===== src/rtl/scan_ctr_pkg.sv =====
package scan_ctr_pkg;
    localparam int unsigned ACC_W_DEF = 16;

    typedef struct packed {
        logic mem;
        logic done;
    } ctr_flags_t;
endpackage


===== src/rtl/scan_oneshot.sv =====
module scan_oneshot (
    input  logic clk,
    input  logic rst,
    input  logic scan,
    input  logic raw_i,
    input  logic en_i,
    output logic cond_o
);
    logic store_d, store_q;

    always_comb begin
        store_d = store_q;
        if (scan) begin
            store_d = raw_i;
        end
        cond_o = en_i ? (raw_i & ~store_q) : raw_i;
    end

    always_ff @(posedge clk) begin
        if (rst) begin
            store_q <= 1'b0;
        end else begin
            store_q <= store_d;
        end
    end

    // a one-shot pulse taken on a scan cannot repeat on the following cycle
    a_r7_single_pulse: assert property (@(posedge clk) disable iff (rst)
        (scan && en_i && cond_o) |=> !(en_i && cond_o));

    // storage holds between strobes
    a_r10_store_hold: assert property (@(posedge clk) disable iff (rst)
        !scan |=> $stable(store_q));
endmodule


===== src/rtl/scan_count_core.sv =====
module scan_count_core
    import scan_ctr_pkg::*;
#(
    parameter int unsigned W = ACC_W_DEF
) (
    input  logic         clk,
    input  logic         rst,
    input  logic         scan,
    input  logic         cond_i,
    input  logic         clr_i,
    input  logic [W-1:0] preset_i,
    output logic [W-1:0] acc_o,
    output logic         done_o,
    output logic         mem_o
);
    localparam logic [W-1:0] ONE = W'(1);

    logic [W-1:0] acc_d, acc_q;
    ctr_flags_t   fl_d, fl_q;

    always_comb begin
        acc_d = acc_q;
        fl_d  = fl_q;
        if (scan) begin
            if (cond_i) begin
                if (!fl_q.mem) begin
                    fl_d.mem = 1'b1;
                    acc_d    = acc_q + ONE;
                end
            end else begin
                fl_d.mem = 1'b0;
            end
            if (clr_i) begin
                acc_d    = '0;
                fl_d.mem = 1'b0;
            end
            fl_d.done = (acc_d >= preset_i);
        end
    end

    always_ff @(posedge clk) begin
        if (rst) begin
            acc_q <= '0;
            fl_q  <= '0;
        end else begin
            acc_q <= acc_d;
            fl_q  <= fl_d;
        end
    end

    assign acc_o  = acc_q;
    assign done_o = fl_q.done;
    assign mem_o  = fl_q.mem;


    a_r1_held_no_count: assert property (@(posedge clk) disable iff (rst)
        (scan && cond_i && fl_q.mem && !clr_i) |=> (acc_q == $past(acc_q)) && fl_q.mem);

    a_r2_count_step: assert property (@(posedge clk) disable iff (rst)
        (scan && cond_i && !fl_q.mem && !clr_i) |=> fl_q.mem && (acc_q == $past(acc_q) + ONE));

    a_r3_false_clears_mem: assert property (@(posedge clk) disable iff (rst)
        (scan && !cond_i && !clr_i) |=> !fl_q.mem && $stable(acc_q));

    a_r4_clear_wins: assert property (@(posedge clk) disable iff (rst)
        (scan && clr_i) |=> (acc_q == '0) && !fl_q.mem);

    a_r6_done_compare: assert property (@(posedge clk) disable iff (rst)
        scan |=> (fl_q.done == (acc_q >= $past(preset_i))));

    a_r10_idle_hold: assert property (@(posedge clk) disable iff (rst)
        !scan |=> $stable(acc_q) && $stable(fl_q));
endmodule


===== src/rtl/scan_up_counter.sv =====
module scan_up_counter
    import scan_ctr_pkg::*;
#(
    parameter int unsigned W = ACC_W_DEF
) (
    input  logic         clk,
    input  logic         rst,
    input  logic         scan,
    input  logic         cond_raw,
    input  logic         oneshot_en,
    input  logic         clr_cmd,
    input  logic [W-1:0] preset,
    output logic [W-1:0] acc,
    output logic         done,
    output logic         mem_up
);
    logic cond_seen;

    scan_oneshot u_shaper (
        .clk    (clk),
        .rst    (rst),
        .scan   (scan),
        .raw_i  (cond_raw),
        .en_i   (oneshot_en),
        .cond_o (cond_seen)
    );

    scan_count_core #(.W(W)) u_core (
        .clk      (clk),
        .rst      (rst),
        .scan     (scan),
        .cond_i   (cond_seen),
        .clr_i    (clr_cmd),
        .preset_i (preset),
        .acc_o    (acc),
        .done_o   (done),
        .mem_o    (mem_up)
    );


    a_r11_sys_reset: assert property (@(posedge clk)
        rst |=> (acc == '0) && !done && !mem_up);
endmodule


===== config.mk =====
export PLATFORM = sky130hd
export DESIGN_NAME = scan_up_counter
export DESIGN_NICKNAME = d
export VERILOG_FILES = /design/src/rtl/scan_ctr_pkg.sv /design/src/rtl/scan_oneshot.sv /design/src/rtl/scan_count_core.sv /design/src/rtl/scan_up_counter.sv
export SDC_FILE = /design/constraint.sdc
export NUM_CORES = 1
export LEC_CHECK = 0
export ABC_CLOCK_PERIOD_IN_PS = 9700
export BUFFER_PORTS_ARGS = -buffer_cell sky130_fd_sc_hd__buf_2
export CORE_MARGIN = 2
export CORE_UTILIZATION = 50
export CTS_CLUSTER_DIAMETER = 80
export DETAILED_ROUTE_END_ITERATION = 7
export GPL_ROUTABILITY_DRIVEN = 0
export PLACE_DENSITY = 0.82
export SETUP_SLACK_MARGIN = 0.5
export SYNTH_ARGS = -nofsm -noshare
export SYNTH_HDL_FRONTEND = slang
export SYNTH_HIERARCHICAL = 1
export SYNTH_SLANG_ARGS = --single-unit

===== constraint.sdc =====
create_clock -name clk -period 9.7 [get_ports clk]
set_clock_uncertainty 0.15 [all_clocks]
set_input_delay 0.485 -clock clk [delete_from_list [all_inputs] [get_ports clk]]
set_output_delay 0.485 -clock clk [all_outputs]
set_load 0.02 [all_outputs]

==> results.tsv <==
metric	value	unit
outcome	complete, no violations	
numPortBuffers	39	
cts_max_level	1	
yosys_warnings	6	
peakVddDrop	0.0713	mV
grt_max_degree	29	
drive_gt1_share	17.3	%
synth_xor_area_share	5.90	%
clk_path_buf_depth	2	
fin_crit	3490	ps
finalCritPeriodShare	35.9	%
die_area	3740	um2
grt_pass1_wl	6450	um
max_freq	287	MHz
netlist_instances	219	
initial_core_util	53.0	%
async_flop_share	0	%
synth_top_area_share	23.3	%
place_hpwl	2860	um
avgSynthCellArea	7.45	um2
synth-edff-count	0	
post_drt_via_cell_ratio	5.71	
antenna_cells	0	
synthToLayoutAreaGrowth	13.3	%
syn_nets	258	
synth.area.top_cells	dfxtp_1, ha_1, a21oi_1	
ys_seq_area_share	23.3	%
slew_headroom	36.3	%
cts_buffers	3	
nets	288	
tns	0	ps
path_max_fanout	10	
design_area	1850	um2
cts_resized	0	
overflow	0	
synth_top_family_by_area	simple AND/OR/NAND/NOR gates	
fill_cells	286	
synth_top_area_cell	dfxtp_1	
slew_viol_final	0	
drt-initial-drc-count	119	
dr_total_vias	1666	
drv_cap	0	
dpl_cell_area	1820	um2
cts_tree	built	
post_cts_buffers	0	
seqCellArea	380	um2
setup_viol	0	
critPathCaptureType	flip-flop	
hold_path.class	input port to flip-flop	
post-route-util	60.1	%
rsz0062_at_grt	false	
synthAdderAreaFrac	13.0	%
p_total	145	uW
reg2reg_slack	6210	ps
totalWireLength	4070	um
dr.pass1.iters	4	
hold_viol	0	
synth_seq_cells	19	
multi_input_area	1110	um2
cts_hold_buf	0	
clock_sinks	19	
grt_pass1_vias	1368	
critPathKind	flip-flop to flip-flop	
synth-compound-area-share	22.6	%
drt.antenna.violating_nets	0	
synth_area	1630	um2
die_y	61.1	um
placementRows	20	
hold_slack	277	ps
cp.arrival	3530	ps
pin_count	40	
muxShareOfSynthArea	1.23	%
synth_most_common_cell	inv_1	
clk_pin_slew	120	ps
yosys.cell_types.count	45	
synth-simple-area-share	25.2	%
cts.root.buffer_cell	clkbuf_4	
antenna_found_initial	0	
p_leak	0.830	nW
synth_common_cells	inv_1, dfxtp_1, a21oi_1, ha_1, nor2_1	
p_per_area	78.5	nW/um2
die_x	61.1	um
required	9750	ps
drc	0	
core	3080	um2
tightest_slew	943	ps
setup.worst_path.start_class	flip-flop	
grtUsageTotal	23.1	%
insertion_delay	300	ps
wire_per_inst	13.9	um
ys.flop_type	dfxtp_1	
per-layer routing:
metal	vias up	track usage, %	wire (um)
met5	-	0	0
met4	0	6.83	46
met3	5	3.15	331
met2	62	35.1	1830
met1	744	34.0	1860
li1	855	-	-
through the flow:
step                setup slack (ps)  std cells
global route                    5860        292
CTS                             6260        292
finish                          6210        292
floorplan                       6320        219
global placement                6000        288
detailed placement              5950        288
critical path, cell delays in order (launching register included):
cell       delay, ps
dfxtp_1          330
a21boi_0         390
nand3b_1         230
or4b_1           720
or3_1            390
a21oi_1          160
ha_1             280
a21oi_1          120
o21ai_0           90
a2111oi_0        390
a311oi_1         140
sequential cells by signal, indices dropped and copies added (netlist names):
| register | count |
|---|---|
| u_core/acc_o | 16 |
| u_core/done_o | 1 |
| u_core/mem_o | 1 |
| u_shaper/store_q | 1 |
placed cells by master (no fill, tap or decap), types with 2 or more instances in the layout:
cell / n
nand4_1: 6
a21boi_0: 2
buf_2: 39
inv_1: 21
o41ai_1: 2
a41oi_1: 3
xnor2_1: 5
o211ai_1: 3
nor3_1: 8
and3_1: 3
or3_1: 8
o21ai_0: 13
o2111ai_1: 4
nand3_1: 10
a21oi_1: 17
dfxtp_1: 19
nor2b_1: 2
clkbuf_4: 3
a32o_1: 2
nor2_1: 16
nand3b_1: 3
nor4_1: 2
mux2i_1: 2
nand2_1: 13
xor2_1: 6
o311ai_0: 2
ha_1: 17
where the power goes:
group	switching [mW]	total, mW	internal [mW]
Combinational	0.0141	0.0225	0.00836
Sequential	0.000699	0.0795	0.0788
Clock	0.0271	0.0432	0.0161
final timing paths:
check                         from               end  cells after the start
setup / recovery  u_shaper/store_q     u_core/done_o                     10
hold / removal            cond_raw  u_shaper/store_q                      3
setup reg to reg  u_shaper/store_q     u_core/done_o                     10
hold reg to reg      u_core/done_o     u_core/done_o                      2
final cells by class:
type | instances | area share, %
Clock buffer | 4 | 1.42
Inverter | 22 | 4.47
Multi-Input combinational cell | 164 | 60.0
Sequential cell | 19 | 20.6
Tap cell | 44 | 2.98
Timing Repair Buffer | 39 | 10.6
cells by family after synthesis:
logic type	count (synthesis)
DFF	19
adders and majority gates	17
AOI/OAI and AO/OA	56
and+or+nand+nor	78
xor gates and xnor gates	11
buffers and inverters	36
muxes	2
Note: power is estimated with default switching activity, not from simulation.
